File: src/rtl/cbs_pkg.sv
package cbs_pkg;

  typedef enum logic [3:0] {
    ST_IDLE,
    ST_ADDR,
    ST_ADDR_ACK,
    ST_SUB,
    ST_SUB_ACK,
    ST_WDATA,
    ST_WDATA_ACK,
    ST_RDATA,
    ST_RDATA_ACK
  } busState_t;

  // Strobes from the protocol control to the datapath, one cycle wide.
  typedef struct packed {
    logic shiftIn;   // take one received bit
    logic capSub;    // received byte becomes the subaddress
    logic writeReg;  // store received byte, advance subaddress
    logic loadTx;    // load status byte for transmission
    logic shiftTx;   // move to the next status bit
  } dpStrobe_t;

endpackage

File: src/rtl/cbs_line_filter.sv
module cbs_line_filter #(
  parameter int SYNC_STAGES = 2,
  parameter int FILT_N      = 3
) (
  input  logic clk,
  input  logic rstN,
  input  logic rawIn,
  output logic lineOut
);

  localparam int CNT_W = $clog2(FILT_N + 1);
  localparam logic [CNT_W-1:0] CNT_LAST = CNT_W'(FILT_N - 1);
  localparam logic [CNT_W-1:0] CNT_ONE  = CNT_W'(1);

  logic [SYNC_STAGES-1:0] syncQ;
  logic [CNT_W-1:0]       runCnt;
  logic                   sample;

  assign sample = syncQ[SYNC_STAGES-1];

  always_ff @(posedge clk or negedge rstN) begin
    if (!rstN) begin
      syncQ <= '1;
    end else begin
      syncQ <= {syncQ[SYNC_STAGES-2:0], rawIn};
    end
  end

  // The filtered level follows only after FILT_N equal differing samples.
  always_ff @(posedge clk or negedge rstN) begin
    if (!rstN) begin
      runCnt  <= '0;
      lineOut <= 1'b1;
    end else if (sample == lineOut) begin
      runCnt <= '0;
    end else if (runCnt == CNT_LAST) begin
      runCnt  <= '0;
      lineOut <= sample;
    end else begin
      runCnt <= runCnt + CNT_ONE;
    end
  end

endmodule

File: src/rtl/cbs_control.sv
module cbs_control
  import cbs_pkg::*;
#(
  parameter logic [6:0] DEV_ADDR = 7'h46
) (
  input  logic      clk,
  input  logic      rstN,
  input  logic      pwrGood,
  input  logic      sclF,
  input  logic      sdaF,
  input  logic [7:0] rxByte,
  input  logic      txMsb,
  output dpStrobe_t strobe,
  output logic      sdaDrvLow
);

  localparam logic [3:0] BITS_PER_BYTE = 4'd8;
  localparam logic [3:0] CNT_ONE       = 4'd1;

  busState_t  state, stateNx;
  logic [3:0] bitCnt, bitCntNx;
  logic       ackDrv, ackDrvNx;
  logic       sclPrev, sdaPrev;
  logic       sclRise, sclFall, startDet, stopDet;

  always_ff @(posedge clk or negedge rstN) begin
    if (!rstN) begin
      sclPrev <= 1'b1;
      sdaPrev <= 1'b1;
    end else begin
      sclPrev <= sclF;
      sdaPrev <= sdaF;
    end
  end

  assign sclRise  = sclF & ~sclPrev;
  assign sclFall  = ~sclF & sclPrev;
  assign startDet = sclF & sclPrev & sdaPrev & ~sdaF;
  assign stopDet  = sclF & sclPrev & ~sdaPrev & sdaF;

  always_comb begin
    stateNx  = state;
    bitCntNx = bitCnt;
    ackDrvNx = ackDrv;
    strobe   = '0;
    if (!pwrGood) begin
      stateNx  = ST_IDLE;
      bitCntNx = '0;
      ackDrvNx = 1'b0;
    end else if (startDet) begin
      stateNx  = ST_ADDR;
      bitCntNx = '0;
      ackDrvNx = 1'b0;
    end else if (stopDet) begin
      stateNx  = ST_IDLE;
      bitCntNx = '0;
      ackDrvNx = 1'b0;
    end else begin
      case (state)
        ST_ADDR, ST_SUB, ST_WDATA: begin
          if (sclRise && bitCnt < BITS_PER_BYTE) begin
            strobe.shiftIn = 1'b1;
            bitCntNx       = bitCnt + CNT_ONE;
          end else if (sclFall && bitCnt == BITS_PER_BYTE) begin
            bitCntNx = '0;
            if (state == ST_ADDR) begin
              if (rxByte[7:1] == DEV_ADDR) begin
                stateNx  = ST_ADDR_ACK;
                ackDrvNx = 1'b1;
              end else begin
                stateNx = ST_IDLE;
              end
            end else if (state == ST_SUB) begin
              strobe.capSub = 1'b1;
              stateNx       = ST_SUB_ACK;
              ackDrvNx      = 1'b1;
            end else begin
              strobe.writeReg = 1'b1;
              stateNx         = ST_WDATA_ACK;
              ackDrvNx        = 1'b1;
            end
          end
        end
        ST_ADDR_ACK: begin
          if (sclFall) begin
            ackDrvNx = 1'b0;
            bitCntNx = '0;
            if (rxByte[0]) begin
              stateNx       = ST_RDATA;
              strobe.loadTx = 1'b1;
            end else begin
              stateNx = ST_SUB;
            end
          end
        end
        ST_SUB_ACK, ST_WDATA_ACK: begin
          if (sclFall) begin
            ackDrvNx = 1'b0;
            bitCntNx = '0;
            stateNx  = ST_WDATA;
          end
        end
        ST_RDATA: begin
          if (sclRise && bitCnt < BITS_PER_BYTE) begin
            bitCntNx = bitCnt + CNT_ONE;
          end else if (sclFall) begin
            if (bitCnt == BITS_PER_BYTE) begin
              stateNx  = ST_RDATA_ACK;
              bitCntNx = '0;
            end else if (bitCnt != 4'd0) begin
              strobe.shiftTx = 1'b1;
            end
          end
        end
        ST_RDATA_ACK: begin
          if (sclFall) stateNx = ST_IDLE;
        end
        default: begin
          stateNx  = ST_IDLE;
          bitCntNx = '0;
        end
      endcase
    end
  end

  always_ff @(posedge clk or negedge rstN) begin
    if (!rstN) begin
      state  <= ST_IDLE;
      bitCnt <= '0;
      ackDrv <= 1'b0;
    end else begin
      state  <= stateNx;
      bitCnt <= bitCntNx;
      ackDrv <= ackDrvNx;
    end
  end

  assign sdaDrvLow = pwrGood & (ackDrv | (state == ST_RDATA && !txMsb));

  AST_DRIVE_SCL_LOW: assert property (@(posedge clk) disable iff (!rstN || !pwrGood)
    !$stable(sdaDrvLow) |-> !sclF) else $error("drive changed with clock high");

  AST_ACK_ADDR_MATCH: assert property (@(posedge clk) disable iff (!rstN || !pwrGood)
    ($rose(ackDrv) && $past(state) == ST_ADDR) |-> $past(rxByte[7:1]) == DEV_ADDR)
    else $error("acknowledged a foreign address");

  AST_PWR_SILENT: assert property (@(posedge clk) disable iff (!rstN)
    $fell(pwrGood) |=> (state == ST_IDLE && !ackDrv)) else $error("active without power");

endmodule

File: src/rtl/cbs_datapath.sv
module cbs_datapath
  import cbs_pkg::*;
#(
  parameter int         NUM_REGS  = 16,
  parameter int         SUB_W     = 4,
  parameter logic [7:0] RESET_VAL = 8'h00
) (
  input  logic                  clk,
  input  logic                  rstN,
  input  logic                  pwrGood,
  input  logic                  sdaF,
  input  dpStrobe_t             strobe,
  input  logic [7:0]            statusIn,
  output logic [7:0]            rxByte,
  output logic                  txMsb,
  output logic [NUM_REGS*8-1:0] regFlat
);

  localparam logic [SUB_W-1:0] SUB_ONE = SUB_W'(1);

  logic [7:0]       shiftReg;
  logic [7:0]       txShift;
  logic [SUB_W-1:0] subPtr;

  always_ff @(posedge clk or negedge rstN) begin
    if (!rstN) begin
      shiftReg <= '0;
    end else if (strobe.shiftIn) begin
      shiftReg <= {shiftReg[6:0], sdaF};
    end
  end

  always_ff @(posedge clk or negedge rstN) begin
    if (!rstN) begin
      subPtr <= '0;
    end else if (!pwrGood) begin
      subPtr <= '0;
    end else if (strobe.capSub) begin
      subPtr <= shiftReg[SUB_W-1:0];
    end else if (strobe.writeReg) begin
      subPtr <= subPtr + SUB_ONE;
    end
  end

  always_ff @(posedge clk or negedge rstN) begin
    if (!rstN) begin
      txShift <= '0;
    end else if (strobe.loadTx) begin
      txShift <= statusIn;
    end else if (strobe.shiftTx) begin
      txShift <= {txShift[6:0], 1'b0};
    end
  end

  for (genvar i = 0; i < NUM_REGS; i++) begin : g_reg
    logic [7:0] regQ;
    always_ff @(posedge clk or negedge rstN) begin
      if (!rstN) begin
        regQ <= RESET_VAL;
      end else if (!pwrGood) begin
        regQ <= RESET_VAL;
      end else if (strobe.writeReg && subPtr == SUB_W'(i)) begin
        regQ <= shiftReg;
      end
    end
    assign regFlat[i*8 +: 8] = regQ;
  end

  assign rxByte = shiftReg;
  assign txMsb  = txShift[7];

  AST_SUB_INCREMENT: assert property (@(posedge clk) disable iff (!rstN || !pwrGood)
    strobe.writeReg |=> subPtr == SUB_W'($past(subPtr) + SUB_ONE))
    else $error("subaddress did not advance");

  AST_TX_LOAD_STATUS: assert property (@(posedge clk) disable iff (!rstN)
    strobe.loadTx |=> txShift == $past(statusIn)) else $error("status not loaded");

  AST_REGS_DEFAULT: assert property (@(posedge clk) disable iff (!rstN)
    !pwrGood |=> regFlat == {NUM_REGS{RESET_VAL}}) else $error("registers kept without power");

endmodule

File: src/rtl/ctrl_bus_slave.sv
module ctrl_bus_slave
  import cbs_pkg::*;
#(
  parameter logic [6:0] DEV_ADDR    = 7'h46,
  parameter int         NUM_REGS    = 16,
  parameter int         SYNC_STAGES = 2,
  parameter int         FILT_N      = 3,
  parameter logic [7:0] RESET_VAL   = 8'h00
) (
  input  logic                  clk,
  input  logic                  rstN,
  input  logic                  pwrGood,
  input  logic                  sclIn,
  input  logic                  sdaIn,
  output logic                  sdaDrvLow,
  input  logic [7:0]            statusIn,
  output logic [NUM_REGS*8-1:0] regFlat
);

  localparam int SUB_W = $clog2(NUM_REGS);
  localparam int LINES = 2;

  logic [LINES-1:0] rawLines;
  logic [LINES-1:0] filtLines;
  dpStrobe_t        strobe;
  logic [7:0]       rxByte;
  logic             txMsb;

  assign rawLines = {sdaIn, sclIn};

  for (genvar k = 0; k < LINES; k++) begin : g_line
    cbs_line_filter #(
      .SYNC_STAGES(SYNC_STAGES),
      .FILT_N     (FILT_N)
    ) u_filter (
      .clk    (clk),
      .rstN   (rstN),
      .rawIn  (rawLines[k]),
      .lineOut(filtLines[k])
    );
  end

  cbs_control #(
    .DEV_ADDR(DEV_ADDR)
  ) u_control (
    .clk      (clk),
    .rstN     (rstN),
    .pwrGood  (pwrGood),
    .sclF     (filtLines[0]),
    .sdaF     (filtLines[1]),
    .rxByte   (rxByte),
    .txMsb    (txMsb),
    .strobe   (strobe),
    .sdaDrvLow(sdaDrvLow)
  );

  cbs_datapath #(
    .NUM_REGS (NUM_REGS),
    .SUB_W    (SUB_W),
    .RESET_VAL(RESET_VAL)
  ) u_datapath (
    .clk     (clk),
    .rstN    (rstN),
    .pwrGood (pwrGood),
    .sdaF    (filtLines[1]),
    .strobe  (strobe),
    .statusIn(statusIn),
    .rxByte  (rxByte),
    .txMsb   (txMsb),
    .regFlat (regFlat)
  );

endmodule

File: config.mk
export PLATFORM = sky130hd
export DESIGN_NAME = ctrl_bus_slave
export DESIGN_NICKNAME = d
export VERILOG_FILES = /design/src/rtl/cbs_pkg.sv /design/src/rtl/cbs_line_filter.sv /design/src/rtl/cbs_control.sv /design/src/rtl/cbs_datapath.sv /design/src/rtl/ctrl_bus_slave.sv
export SDC_FILE = /design/constraint.sdc
export NUM_CORES = 1
export LEC_CHECK = 0
export BUFFER_PORTS_ARGS = -buffer_cell sky130_fd_sc_hd__clkbuf_2
export CORE_UTILIZATION = 56
export DETAILED_ROUTE_END_ITERATION = 16
export GPL_TIMING_DRIVEN = 0
export PLACE_DENSITY_LB_ADDON = 0.08
export SYNTH_ARGS = -nofsm -noshare
export SYNTH_HDL_FRONTEND = slang
export SYNTH_SLANG_ARGS = --single-unit
export TNS_END_PERCENT = 30
File: constraint.sdc
create_clock -name clk -period 2.8 [get_ports clk]
set_input_delay 0.14 -clock clk [delete_from_list [all_inputs] [get_ports clk]]
set_output_delay 0.14 -clock clk [all_outputs]
set_load 0.05 [all_outputs]
# Yosys cells after proc, flatten, opt, wreduce, memory -nomap -nowiden

Cells that the tools add are included.

Latch bits: 0
Output and inout port bits: 129
Register bits: 169
Memories kept: 0
Bits in read-only memories: 0
Input bits: 13
Logic and storage cells: 235
Memory bits (writable): 0

Magnitude comparators: 1
Shift operators: 0
Mux-type cells: 93
$add $sub $neg: 4
Bitwise gates (word level): 15
Reductions and logical operators: 31
Equality and inequality tests: 61
Div/mod/pow operators: 0
$mul: 0

Operators with widths:

| kind                                                  | number |
|---|---|
| 2-to-1 mux 8 bit                                      | 34 |
| 2-to-1 mux 4 bit                                      | 23 |
| == test 4 bit, second input constant                  | 10 |
| inequality test 5 x 2 -> 1 bit, second input constant | 8 |
| == test 4 x 3 -> 1 bit, second input constant         | 8 |
| inequality test 2 x 1 -> 1 bit, second input constant | 16 |
| case mux 4 bit (5 select lines)                       | 1 |
| logical AND 1 bit                                     | 19 |
| 2-to-1 mux 1 bit                                      | 19 |
| 2-to-1 mux 2 bit                                      | 9 |
| inequality test 6 x 2 -> 1 bit, second input constant | 3 |
| == test 4 x 2 -> 1 bit, second input constant         | 4 |
| case mux 4 bit (4 select lines)                       | 1 |
| 2-to-1 mux 5 bit                                      | 3 |
| inequality test 5 x 3 -> 1 bit, second input constant | 2 |
| AND reduction 5 bit                                   | 2 |
| adder 4 x 1 -> 4 bit, second input constant           | 2 |
| AND 1 bit                                             | 8 |
| == test 4 x 1 -> 1 bit, second input constant         | 2 |
| AND reduction 8 bit                                   | 1 |
| == test 7 bit, second input constant                  | 1 |
| 2-to-1 mux 3 bit                                      | 2 |
| inequality test 6 x 4 -> 1 bit, second input constant | 1 |
| NOT 1 bit                                             | 6 |
| other kinds (15)                                      | 20 |

# Longest topological paths before layout

Depth in word-level cells: 12
Gate-level depth with buffers: 8
Depth with buffers taken out: 6

# Hierarchy

A second synthesis with hierarchy kept.

Cell total of the unflattened synthesis: 760
Area, all modules: 7878.8 um^2

By module, submodules not included:

| module          | area each (um^2) | sequential area each (um^2) | times used | cells an instance |
|---|---|---|---|---|
| cbs_datapath    | 6680.2           | 3703.6                      | 1          | 642 |
| cbs_control     | 840.8            | 277.8                       | 1          | 98 |
| cbs_line_filter | 178.9            | 128.9                       | 2          | 10 |

# Least setup slack after synthesis

OpenSTA, ideal clock, no wires.

Kind: reg2reg
Start point: reg u_control.bitCnt[0]
End point: reg u_datapath.subPtr[2]
Data required time: 2.713 ns
Setup time: 0.087 ns
Period minus slack after synthesis: 2.003 ns
Arrival time: 1.917 ns
Path buffers: 2
Path slack: 0.797 ns
Cell stages (with the launch flop): 9
Cells stage by stage: dfrtp_1 > inv_1 > ha_1 > nand3b_1 > buf_2 > or4_4 > buf_6 > o31a_4 > a211oi_2

Longest elaborated chain between the ends: 10
Elaborated cells on any way between the ends: 13
Those cells by class: order compare (1); eq/ne (2); mux (8); reduce/logical (2)

RTL lines:

| element                                                            | RTL line           | source |
|---|---|---|
| from (decl)                                                        | cbs_control.sv:21  | `logic [3:0] bitCnt, bitCntNx;` |
| from (signal assigned)                                             | cbs_control.sv:133 | `bitCnt <= bitCntNx;` |
| branches (longest 3 deep; another with less-than comparator 4 bit) | -                  |  |
| 2-to-1 mux 2 bit (*)                                               | cbs_control.sv:61  | `if (sclRise && bitCnt < BITS_PER_BYTE) begin` |
| 2-to-1 mux 3 bit (*)                                               | cbs_control.sv:59  | `case (state)` |
| 2-to-1 mux 5 bit (*)                                               | cbs_control.sv:54  | `end else if (stopDet) begin` |
| 2-to-1 mux 5 bit (*)                                               | cbs_control.sv:50  | `end else if (startDet) begin` |
| 2-to-1 mux 5 bit (*)                                               | cbs_control.sv:46  | `if (!pwrGood) begin` |
| 2-to-1 mux 4 bit                                                   | cbs_datapath.sv:38 | `end else if (strobe.capSub) begin` |
| 2-to-1 mux 4 bit                                                   | cbs_datapath.sv:36 | `end else if (!pwrGood) begin` |
| to (signal assigned)                                               | cbs_datapath.sv:39 | `subPtr <= shiftReg[SUB_W-1:0];` |
| to (signal assigned)                                               | cbs_datapath.sv:41 | `subPtr <= subPtr + SUB_ONE;` |
| to (decl)                                                          | cbs_datapath.sv:23 | `logic [SUB_W-1:0] subPtr;` |

Every way passes the cells marked *.
A chain may end at the register's enable or synchronous reset.

# Final worst setup path

Start point: reg u_control.bitCnt[1]
End point: reg u_datapath.g_reg[2].regQ[5]

Longest elaborated chain between the ends: 10
Elaborated cells on any way between the ends: 12
Those cells by class: order compare (1); eq/ne (2); mux (6); reduce/logical (3)

RTL lines:

| element                                                            | RTL line           | source |
|---|---|---|
| branches (longest 3 deep; another with less-than comparator 4 bit) | -                  |  |
| 2-to-1 mux 2 bit (*)                                               | cbs_control.sv:61  |  |
| 2-to-1 mux 3 bit (*)                                               | cbs_control.sv:59  |  |
| 2-to-1 mux 5 bit (*)                                               | cbs_control.sv:54  |  |
| 2-to-1 mux 5 bit (*)                                               | cbs_control.sv:50  |  |
| 2-to-1 mux 5 bit (*)                                               | cbs_control.sv:46  |  |
| logical AND 1 bit (*)                                              | cbs_datapath.sv:62 | `end else if (strobe.writeReg && subPtr == SUB_W'(i)) begin` |
| inequality test 2 x 1 -> 1 bit (no line) (*)                       | -                  |  |
| to (signal assigned)                                               | cbs_datapath.sv:63 | `regQ <= shiftReg;` |
| to (decl)                                                          | cbs_datapath.sv:56 | `logic [7:0] regQ;` |

Marks and branches as above.

==> results.yml <==
synth:
  synth-main-ff-cell: "dfrtp_1"
  ys_seq_area_share_pct: 55.3
  synth.top_cell.area_share_pct: 52.5
  synth_area_um2: 7670
  ys_types: 66
  postSynthCellCount: 646
  synth-edff-count: 0
  avgSynthCellArea_um2: 11.9
  syn-num-nets: 665
  synth_top_cell_by_area: "dfrtp_1"
  ys_seq_elements: 169
  ys_top_cells_by_area: "dfrtp_1 (53%), mux2i_1 (17%), nor2_1 (6.7%), dfstp_2 (2.7%), clkbuf_1 (1.7%)"
  ys_warn_count: 0
  async_reset_ff_share_pct: 100
clocking:
  cts.sinks: 169
  postCtsHoldBufs: 4
  cts_tree: "built"
  ctsResizeCount: 0
  clk_latency_ns: 0.43
  cts_setup_buffers: 0
  cts_root_buf: "clkbuf_16"
  htreeDepth: 4
  clk_pin_slew_ns: 0.06
  clockBufferDepth: 2
  cts_buffers: 17
sta:
  clock.fmax_mhz: 400
  maxSlewViolCount: 0
  fin_crit_sh_pct: 89.4
  rsz0062_at_grt: "no"
  finalHoldViolCount: 0
  setup_viol: 0
  tightest_slew_ns: 0.799
  layout_min_cycle_time_ns: 2.50
  fin_skew_ns: 0.00960
  finalSetupTns_ns: 0
  relSlewSlack_pct: 46.3
job:
  cap_violations: 0
detailed_routing:
  dr.pass1.iters: 5
  routed_wl_um: 19000
  drt_iter0_markers: 392
  wire_per_inst_um: 19.1
  ant_nets: 0
  num_vias: 5557
  viasPerCell: 5.56
  drc_errors: 0
place:
  gp_congestion: 0.854
  dp_hpwl_um: 13100
  port_buffers: 141
  placed_cells: 964
  placed_area_um2: 8630
finish:
  final_cells: 999
  drive_gt1_share_pct: 28.2
  final_area_um2: 9240
  antenna-diode-count: 0
  post-route-util_pct: 69.5
  nets: 830
  nFillCells: 1044
  area_growth_pct: 20.5
critical_path:
  critPathMaxFanout: 10
  cp_data_required_time_ns: 3.09
  path_class: "reg -> reg"
  setup.worst_path.start_class: "flip-flop"
  cp-end-kind: "flip-flop"
  r2r_cells: 8
  rrSetupSlack_ns: 0.30
  crit_arrival_ns: 2.79
die:
  num_io_pins: 142
  rows: 42
  die-width_um: 119
  fp.dieArea_um2: 14200
  initial_core_util_pct: 57.7
  core_um2: 13300
  die_h_um: 119
hold_path:
  whs_path_depth: 3
  hold_path_class: "in -> reg"
power:
  power_density_nw_per_um2: 583
  ir_worst_vdd_mv: 0.424
  p_leak_nw: 5.11
  power_mw: 5.39
global_routing:
  grt_usage_pct: 28.4
  grt_start_max_net_pins: 89
  grt_pass1_wl_um: 30600
  grt.overflow.total: 0
  antenna_found_initial: 0
  grt_pass1_vias: 5632
status:
  status: "complete, no violations"
==> cells in the mapped netlist, types with 8 or more instances <==
| master | instances |
|---|---|
| mux2i_1 | 129 |
| nor3b_1 | 8 |
| clkbuf_1 | 35 |
| dfrtp_1 | 161 |
| nand4_2 | 10 |
| a22o_1 | 8 |
| buf_2 | 10 |
| dfstp_2 | 8 |
| nor2_1 | 136 |
| mux2_2 | 10 |
==> sequential cells by signal, summed over array words and instances (netlist names) <==
register / count
u_datapath.txShift: 8
g_line.u_filter.syncQ: 4
u_control.state: 4
u_control.sclPrev: 1
u_datapath.subPtr: 4
u_control.bitCnt: 4
g_line.u_filter.lineOut: 2
u_datapath.g.regQ: 128
g_line.u_filter.runCnt: 4
u_control.ackDrv: 1
u_datapath.rxByte: 8
u_control.sdaPrev: 1
==> power by group <==
group	internal (mW)	switching, mW
Clock	1.28	0.967
Combinational	0.191	0.345
Sequential	2.53	0.0720
Total	4.00	1.38
==> layout make-up <==
type | instances | area, µm² | area share, %
well taps | 176 | 220 | 2.38
clock buffers | 20 | 457 | 4.94
repair buffers | 146 | 782 | 8.46
multi-input cells | 420 | 3170 | 34.3
inverters | 7 | 26.3 | 0.284
clock inverters | 11 | 113 | 1.22
plain buffers | 50 | 235 | 2.54
flip-flops and latches | 169 | 4240 | 45.9
==> layout by cell type, fill, tap and decap left out, types with 3 or more instances in the layout <==
master         netlist  final
nand3_1              7      7
a211oi_1             3      3
nand2b_1             4      4
nand3b_1             4      4
a21oi_1              5      5
mux2i_1            129    129
buf_2               10     10
clkinvlp_4           0      5
and3b_1              7      7
a22o_1               8      8
o21ai_0              6      6
a31oi_1              3      3
a21o_1               7      7
nor3_1               6      6
nor2b_1              3      3
inv_1                6      6
nor3b_1              8      8
xnor2_1              4      4
clkbuf_2             0    140
mux2_2              10     10
nor4_4               6      6
nor2_1             136    136
clkbuf_1            35     36
dfrtp_1            161    161
clkbuf_8             0      3
ha_1                 6      6
dlygate4sd3_1        0      4
clkbuf_16            0     17
o21a_1               4      4
nand4_2             10     10
dfstp_2              8      8
nand2_1              4      4
==> stage by stage <==
stage	setup slack (ns)	hold slack, ns
5_1_grt	0.155	0.0155
6_report	0.298	0.0186
3_3_place_gp	-1.25	0.228
2_1_floorplan	0.797	-0.156
4_1_cts	0.321	0.00124
3_5_place_dp	0.367	0.223
==> metal layers <==
layer / up-vias / wire, µm / track usage (%)
li1: 2574 / - / -
met1: 2811 / 8230 / 37.3
met2: 149 / 9420 / 46.4
met3: 23 / 1150 / 7.71
met4: 0 / 252 / 7.83
met5: - / 0 / 0
==> path summary, 6_finish.rpt <==
kind | from | to
setup / recovery | u_control.bitCnt[1] | u_datapath.g_reg[2].regQ[5]
hold / removal | statusIn[4] | u_datapath.txShift[4]
setup reg to reg | u_control.bitCnt[1] | u_datapath.g_reg[2].regQ[5]
hold reg to reg | g_line[0].u_filter.syncQ[0] | g_line[0].u_filter.syncQ[1]
max in group asynchronous | rstN | u_datapath.g_reg[5].regQ[4]
min in group asynchronous | rstN | g_line[0].u_filter.runCnt[0]
==> worst max-delay path: stages (launching register included) <==
cell and delay [ns]:
dfrtp_1 0.42, inv_1 0.10, ha_1 0.25, and3b_1 0.19, clkbuf_1 0.27, buf_2 0.34
nand4_2 0.40, mux2i_1 0.31, nor2_1 0.08
==> cells by family after synthesis <==
group                      share of synthesized area [%]
and+or+nand+nor                                     15.7
xor gates and xnor gates                           0.571
AOI/OAI and AO/OA                                   5.77
adders and majority gates                          0.978
muxes                                               18.3
DFF                                                 55.3
buffers and inverters                               3.41
Power figures use the tool's default switching activity.
